$ cat config.mk
export PLATFORM = sky130hd
export DESIGN_NAME = csm_timer
export DESIGN_NICKNAME = d
export VERILOG_FILES = /design/src/rtl/csm_pkg.sv /design/src/rtl/csm_req_latch.sv /design/src/rtl/csm_seq.sv /design/src/rtl/csm_wait_ctr.sv /design/src/rtl/csm_strobe_gen.sv /design/src/rtl/csm_timer.sv
export SDC_FILE = /design/constraint.sdc
export NUM_CORES = 1
export LEC_CHECK = 0
export ABC_AREA = 1
export BUFFER_PORTS_ARGS = -buffer_cell sky130_fd_sc_hd__buf_2
export CAP_MARGIN = 20
export CORE_UTILIZATION = 56
export CTS_CLUSTER_DIAMETER = 40
export DETAILED_ROUTE_END_ITERATION = 10
export PLACE_DENSITY = 0.81
export SLEW_MARGIN = 20
export SYNTH_ARGS = -nofsm -noshare
export SYNTH_HDL_FRONTEND = slang
export SYNTH_HIERARCHICAL = 1
export SYNTH_SLANG_ARGS = --single-unit
export TNS_END_PERCENT = 5
$ cat constraint.sdc
create_clock -name clk -period 5.18 [get_ports clk]
set_input_delay 0.259 -clock clk [delete_from_list [all_inputs] [get_ports clk]]
set_output_delay 0.259 -clock clk [all_outputs]
set_load 0.02 [all_outputs]
$ cat src/rtl/csm_pkg.sv
package csm_pkg;
  typedef enum logic [1:0] {
    ST_IDLE  = 2'd0,
    ST_SETUP = 2'd1,
    ST_ACT   = 2'd2,
    ST_RECOV = 2'd3
  } csm_state_t;
endpackage

$ cat src/rtl/csm_req_latch.sv
module csm_req_latch #(
  parameter int AW    = 24,
  parameter int NBE   = 4,
  parameter int SCY_W = 4,
  localparam int CNT_W = SCY_W + 1
) (
  input  logic             clk,
  input  logic             rst,
  input  logic             accept,
  input  logic [AW-1:0]    in_addr,
  input  logic             in_write,
  input  logic [NBE-1:0]   in_be,
  input  logic [1:0]       in_acs,
  input  logic             in_csnt,
  input  logic             in_trlx,
  input  logic [SCY_W-1:0] in_scy,
  input  logic             in_seta,
  output logic [AW-1:0]    hold_addr,
  output logic             eff_write,
  output logic [NBE-1:0]   eff_be,
  output logic             eff_acs_nz,
  output logic             eff_csnt,
  output logic             eff_trlx,
  output logic             eff_seta,
  output logic [CNT_W-1:0] eff_wait,
  output logic [1:0]       setup_now
);
  logic             h_write, h_acs_nz, h_csnt, h_trlx, h_seta;
  logic [NBE-1:0]   h_be;
  logic [CNT_W-1:0] h_wait;
  logic [CNT_W-1:0] raw_wait;
  logic             raw_acs_nz;

  // relaxed mode doubles the wait count
  assign raw_wait   = in_trlx ? {in_scy, 1'b0} : {1'b0, in_scy};
  assign raw_acs_nz = (in_acs != 2'b00);
  assign setup_now  = {1'b0, raw_acs_nz} + {1'b0, in_trlx};

  always_ff @(posedge clk) begin
    if (rst) begin
      hold_addr <= '0;
      h_write   <= 1'b0;
      h_be      <= '0;
      h_acs_nz  <= 1'b0;
      h_csnt    <= 1'b0;
      h_trlx    <= 1'b0;
      h_seta    <= 1'b0;
      h_wait    <= '0;
    end else if (accept) begin
      hold_addr <= in_addr;
      h_write   <= in_write;
      h_be      <= in_be;
      h_acs_nz  <= raw_acs_nz;
      h_csnt    <= in_csnt;
      h_trlx    <= in_trlx;
      h_seta    <= in_seta;
      h_wait    <= raw_wait;
    end
  end

  // on the transfer edge the held copy is not yet loaded: forward the inputs
  assign eff_write  = accept ? in_write   : h_write;
  assign eff_be     = accept ? in_be      : h_be;
  assign eff_acs_nz = accept ? raw_acs_nz : h_acs_nz;
  assign eff_csnt   = accept ? in_csnt    : h_csnt;
  assign eff_trlx   = accept ? in_trlx    : h_trlx;
  assign eff_seta   = accept ? in_seta    : h_seta;
  assign eff_wait   = accept ? raw_wait   : h_wait;
endmodule

$ cat src/rtl/csm_seq.sv
module csm_seq
  import csm_pkg::*;
(
  input  logic       clk,
  input  logic       rst,
  input  logic       req_valid,
  input  logic [1:0] setup_now,
  input  logic       fin_q,
  output csm_state_t st,
  output csm_state_t ns,
  output logic       accept,
  output logic       req_ready
);
  logic [1:0] scnt, scnt_n;

  assign accept = req_valid && req_ready;

  always_comb begin
    ns     = st;
    scnt_n = scnt;
    unique case (st)
      ST_IDLE: begin
        if (accept) begin
          if (setup_now == 2'd0) begin
            ns = ST_ACT;
          end else begin
            ns     = ST_SETUP;
            scnt_n = setup_now - 2'd1;
          end
        end
      end
      ST_SETUP: begin
        if (scnt == 2'd0) ns = ST_ACT;
        else scnt_n = scnt - 2'd1;
      end
      ST_ACT:   if (fin_q) ns = ST_RECOV;
      ST_RECOV: ns = ST_IDLE;
      default:  ns = ST_IDLE;
    endcase
  end

  always_ff @(posedge clk) begin
    if (rst) begin
      st        <= ST_IDLE;
      scnt      <= 2'd0;
      req_ready <= 1'b1;
    end else begin
      st        <= ns;
      scnt      <= scnt_n;
      req_ready <= (ns == ST_IDLE);
    end
  end
endmodule

$ cat src/rtl/csm_wait_ctr.sv
module csm_wait_ctr
  import csm_pkg::*;
#(
  parameter int CNT_W = 5
) (
  input  logic             clk,
  input  logic             rst,
  input  csm_state_t       st,
  input  csm_state_t       ns,
  input  logic [CNT_W-1:0] eff_wait,
  input  logic             eff_seta,
  input  logic             ext_ack,
  output logic             fin_q,
  output logic             fin_n,
  output logic             first_n
);
  localparam logic [CNT_W-1:0] EARLY_MIN = CNT_W'(2);

  logic [CNT_W-1:0] cnt, cnt_n;
  logic             first_q;
  logic             enter;

  assign enter = (ns == ST_ACT) && (st != ST_ACT);

  always_comb begin
    cnt_n   = cnt;
    fin_n   = 1'b0;
    first_n = 1'b0;
    if (enter) begin
      cnt_n   = eff_wait;
      first_n = 1'b1;
      fin_n   = !eff_seta && (eff_wait == '0);
    end else if (st == ST_ACT && ns == ST_ACT) begin
      if (eff_seta) begin
        // acknowledge counts only from the second select cycle
        fin_n = ext_ack && !first_q;
      end else begin
        if (ext_ack && cnt >= EARLY_MIN) cnt_n = '0;
        else cnt_n = cnt - CNT_W'(1);
        fin_n = (cnt_n == '0);
      end
    end
  end

  always_ff @(posedge clk) begin
    if (rst) begin
      cnt     <= '0;
      fin_q   <= 1'b0;
      first_q <= 1'b0;
    end else begin
      cnt     <= cnt_n;
      fin_q   <= fin_n;
      first_q <= first_n;
    end
  end
endmodule

$ cat src/rtl/csm_strobe_gen.sv
module csm_strobe_gen
  import csm_pkg::*;
#(
  parameter int NBE = 4
) (
  input  logic           clk,
  input  logic           rst,
  input  csm_state_t     ns,
  input  logic           fin_n,
  input  logic           first_n,
  input  logic           eff_write,
  input  logic [NBE-1:0] eff_be,
  input  logic           eff_acs_nz,
  input  logic           eff_csnt,
  input  logic           eff_trlx,
  output logic           cs_o,
  output logic           oe_o,
  output logic [NBE-1:0] we_o,
  output logic           dval_o
);
  logic           act_n, early, cs_d, oe_d, dval_d;
  logic [NBE-1:0] we_d;

  assign act_n  = (ns == ST_ACT);
  // negation one cycle early, only when the select lasts more than one cycle
  assign early  = eff_trlx && eff_csnt && eff_write && fin_n && !first_n;
  assign cs_d   = act_n && !(early && eff_acs_nz);
  assign we_d   = (act_n && eff_write && !early) ? eff_be : '0;
  assign oe_d   = !eff_write &&
                  ((act_n && !first_n) || (ns == ST_RECOV && !oe_o));
  assign dval_d = act_n && fin_n;

  always_ff @(posedge clk) begin
    if (rst) begin
      cs_o   <= 1'b0;
      oe_o   <= 1'b0;
      we_o   <= '0;
      dval_o <= 1'b0;
    end else begin
      cs_o   <= cs_d;
      oe_o   <= oe_d;
      we_o   <= we_d;
      dval_o <= dval_d;
    end
  end
endmodule

$ cat src/rtl/csm_timer.sv
module csm_timer
  import csm_pkg::*;
#(
  parameter int AW    = 24,
  parameter int NBE   = 4,
  parameter int SCY_W = 4,
  localparam int CNT_W = SCY_W + 1
) (
  input  logic             clk,
  input  logic             rst,
  input  logic             req_valid,
  output logic             req_ready,
  input  logic [AW-1:0]    req_addr,
  input  logic             req_write,
  input  logic [NBE-1:0]   req_be,
  input  logic [1:0]       cfg_acs,
  input  logic             cfg_csnt,
  input  logic             cfg_trlx,
  input  logic [SCY_W-1:0] cfg_scy,
  input  logic             cfg_seta,
  input  logic             ext_ack,
  output logic [AW-1:0]    bus_addr,
  output logic             cs_o,
  output logic             oe_o,
  output logic [NBE-1:0]   we_o,
  output logic             dval_o
);
  csm_state_t       st, ns;
  logic             accept, fin_q, fin_n, first_n;
  logic             eff_write, eff_acs_nz, eff_csnt, eff_trlx, eff_seta;
  logic [NBE-1:0]   eff_be;
  logic [CNT_W-1:0] eff_wait;
  logic [1:0]       setup_now;

  csm_req_latch #(.AW(AW), .NBE(NBE), .SCY_W(SCY_W)) u_latch (
    .clk(clk), .rst(rst), .accept(accept),
    .in_addr(req_addr), .in_write(req_write), .in_be(req_be),
    .in_acs(cfg_acs), .in_csnt(cfg_csnt), .in_trlx(cfg_trlx),
    .in_scy(cfg_scy), .in_seta(cfg_seta),
    .hold_addr(bus_addr), .eff_write(eff_write), .eff_be(eff_be),
    .eff_acs_nz(eff_acs_nz), .eff_csnt(eff_csnt), .eff_trlx(eff_trlx),
    .eff_seta(eff_seta), .eff_wait(eff_wait), .setup_now(setup_now)
  );

  csm_seq u_seq (
    .clk(clk), .rst(rst), .req_valid(req_valid), .setup_now(setup_now),
    .fin_q(fin_q), .st(st), .ns(ns), .accept(accept), .req_ready(req_ready)
  );

  csm_wait_ctr #(.CNT_W(CNT_W)) u_wait (
    .clk(clk), .rst(rst), .st(st), .ns(ns), .eff_wait(eff_wait),
    .eff_seta(eff_seta), .ext_ack(ext_ack),
    .fin_q(fin_q), .fin_n(fin_n), .first_n(first_n)
  );

  csm_strobe_gen #(.NBE(NBE)) u_strobe (
    .clk(clk), .rst(rst), .ns(ns), .fin_n(fin_n), .first_n(first_n),
    .eff_write(eff_write), .eff_be(eff_be), .eff_acs_nz(eff_acs_nz),
    .eff_csnt(eff_csnt), .eff_trlx(eff_trlx),
    .cs_o(cs_o), .oe_o(oe_o), .we_o(we_o), .dval_o(dval_o)
  );
endmodule

==> run_results.csv <==
group,metric,value,unit
drt,route.detailed.drc,1,
clock_tree,clock-sinks,57,
setup_path,critical_path.max_stage_delay,0.51,ns
timing,fin_setup_tns,0,ns
clock_tree,post_cts_buffers,0,
die,start_util,0.601,
clock_tree,h-tree-depth,3,
run_status,status,"finished with violations",
logic_synthesis,ys_async_sr_fraction,0,
power_and_ir_drop,p_leak,1.58,nW
clock_tree,cts_buffer_depth,2,
die,fp.coreArea,4470,um^2
clock_tree,clk_latency,0.33,ns
power_and_ir_drop,p_per_area,402,nW/um^2
timing,max_freq,0.382,GHz
global_route,track_usage,0.235,
logic_synthesis,synth_sequential_area_ratio,0.424,
logic_synthesis,synth_edf_count,0,
timing,setup_viol,0,
logic_synthesis,avgSynthCellArea,7.41,um^2
run_status,violations,"design-rule violations",
setup_path,r2r_start,"u_seq/req_ready",
logic_synthesis,syn_nets,408,
timing,period_share,0.505,
drt,drt_first_pass_iters,7,
logic_synthesis,yosys_warnings,6,
placed_design,dpl.hpwl,3.84,mm
timing,fin_crit,2.62,ns
timing,relSlewSlack,0.535,
drt,drtAntennaViolNets,0,
logic_synthesis,synth_top_area_share,0.424,
hold_path,hold_path_class,"in2reg",
global_route,grt_pass1_wl,9.28,mm
setup_path,worstSetupPathType,"reg2reg",
power_and_ir_drop,finalPower,1.30,mW
setup_path,endpoint_kind,"register",
logic_synthesis,netlist_top_cells_count,"nand2_1, dfxtp_1, inv_1, nand2_2, a21oi_2",
timing,tightest_slew,0.697,ns
logic_synthesis,yosysTopAreaCell,"dfxtp_1",
clock_tree,cts.root.buffer_cell,"clkbuf_8",
logic_synthesis,synth_cells,363,
global_route,antenna_found_initial,0,
setup_path,reg2reg_to,"u_strobe/we_o[3]",
power_and_ir_drop,ir_worst_vdd,281,uV
die,ioPinCount,74,
timing,finalHoldViolCount,0,
clock_tree,numCtsBuffers,9,
drt,drt-initial-drc-count,125,
logic_synthesis,ys_ff_latch,57,
setup_path,crit_buf_inv,3,
placed_design,numPortBuffers,73,
timing,finClkSkew,0.00910,ns
die,die_h,71.3,um
setup_path,cp_max_fo,35,
drt,wl_per_cell,11.4,um
setup_path,rrSetupSlack,2.56,ns
flow_run,drv_cap,0,
final_layout,drive_above_1_share,0.357,
final_layout,n_antenna_cell,0,
setup_path,r2r_cells,15,
setup_path,cp_data_arrival_time,2.84,ns
clock_tree,clk_pin_slew_worst_paths,0.07,ns
clock_tree,cts.repair.resized,0,
drt,via_per_inst,4.97,
final_layout,syn_to_final_growth,20.3,%
die,die_w,71.3,um
clock_tree,cts_tree,"yes",
logic_synthesis,synth_most_common_cell,"nand2_1",
die,row_count,24,
drt,routed_wl,5.62,mm
final_layout,nNetsFinal,482,
setup_path,crit_slowest_cell,"inv_1",
logic_synthesis,ys_types,29,
global_route,grt_overflow,0,
setup_path,crit_chain,"nand2_1, inv_1, inv_2, nand2_1, nand2_1, inv_1, a21oi_1, nor3_1, nand2_1, nand2_1, nand2_1, nor2_1, nand2_1, nand2_2, nor2_1",
clock_tree,ctsHoldBuffers,0,
logic_synthesis,synthTopCellsByArea,"dfxtp_1, nand2_1, a21oi_2",
setup_path,critical_path.top_delay_family,"buffers and inverters",
timing,hold_ws,0.172,ns
final_layout,fillerInstances,360,
drt,via_count,2455,
timing,grt_setup_unrepaired,"no",
setup_path,cp_common_cell,"nand2_1",
setup_path,worstSetupStartpointType,"register",
setup_path,path_depth,15,
global_route,grt_max_degree,51,
timing,drv_slew,0,
final_layout,final_util,0.723,
setup_path,crit_path_end,"u_strobe/we_o[3]",
setup_path,critical_path_required,5.40,ns
placed_design,gp_congestion,0.842,
global_route,grt_pass1_vias,2199,
logic_synthesis,ys.flop_type,"dfxtp_1",
die,dieArea,5090,um^2
logic_synthesis,synth_area,2690,um^2
setup_path,startpoint,"u_seq/req_ready",
[cells by family after synthesis]
logic type	after synthesis	share of synthesized area
AND/OR/NAND/NOR	197	0.333
buffers and inverters	55	0.0949
flip-flops	57	0.424
adder cells (fa/ha/maj)	3	0.0140
AO/OA/AOI/OAI	51	0.134
[per-stage QoR]
step                      cells  area [um^2]  setup WS, ns
after global placement      478         3040          2.54
after floorplan             363         2690          2.89
final                       494         3240          2.56
after detailed placement    478         3040          2.44
after global routing        494         3240          2.31
after CTS                   494         3230          2.56
[worst min-delay path by stage]
stage                                  to  slack (ns)                 start  depth (start not counted)
detailed placement   u_latch/hold_addr[7]        0.45  u_latch/hold_addr[7]                          2
finish               u_latch/hold_addr[7]        0.17           req_addr[7]                          3
global placement     u_latch/hold_addr[7]        0.45  u_latch/hold_addr[7]                          2
CTS                  u_latch/hold_addr[7]        0.16           req_addr[7]                          3
floorplan                   u_seq/scnt[0]        0.32                   rst                          1
global route        u_latch/hold_addr[14]        0.17          req_addr[14]                          3
[worst register-to-register path: stages (launching register included)]
cell and delay [ns]:
dfxtp_1 0.32, nand2_1 0.06, inv_1 0.51, inv_2 0.46, nand2_1 0.19, nand2_1 0.11, inv_1 0.11, a21oi_1 0.05
nor3_1 0.13, nand2_1 0.09, nand2_1 0.08, nand2_1 0.05, nor2_1 0.12, nand2_1 0.08, nand2_2 0.10, nor2_1 0.04
[where the power goes]
part           leakage (nW)  internal [mW]  switching, mW  total [mW]
combinational          1.02          0.129          0.251       0.380
sequential            0.467          0.486         0.0287       0.515
clock                0.0953          0.233          0.173       0.407
total                  1.58          0.849          0.453        1.30
[metal layers]
metal  vias to the layer above  share of wire  wire, um  GRT usage
li1                       1283              -         -          -
met1                      1077           0.46      2560      0.286
met2                        81           0.47      2620      0.384
met3                        14          0.055       308     0.0563
met4                         0          0.023       131      0.129
met5                         -              0         0          0
[placed cells by master (no fill, tap or decap), types with 10 or more instances in the layout]
cell,n
buf_2,72
nand3_1,18
a21oi_1,19
nor2_1,18
nand2_2,25
nand2_1,116
clkbuf_8,10
a21oi_2,23
inv_1,37
dfxtp_1,57
[final cells by class]
| class | count | area [um^2] | share of cell area |
|---|---|---|---|
| inverters | 44 | 165 | 0.0510 |
| repair buffers | 74 | 375 | 0.116 |
| multi-input cells | 251 | 1290 | 0.400 |
| flip-flops and latches | 57 | 1140 | 0.353 |
| well taps | 52 | 65.1 | 0.0201 |
| clock inverters | 5 | 55.1 | 0.0170 |
| clock buffers | 11 | 141 | 0.0437 |
[registers in the layout, indices dropped and copies added, names as in the netlist, 2 cells and up]
name and cells:
u_latch/h_wait 5, u_wait/cnt 5, u_seq/st 2, u_seq/scnt 2
u_latch/hold_addr 24, u_latch/h_be 4, u_strobe/we_o 4
(Power assumes the default switching activity.)
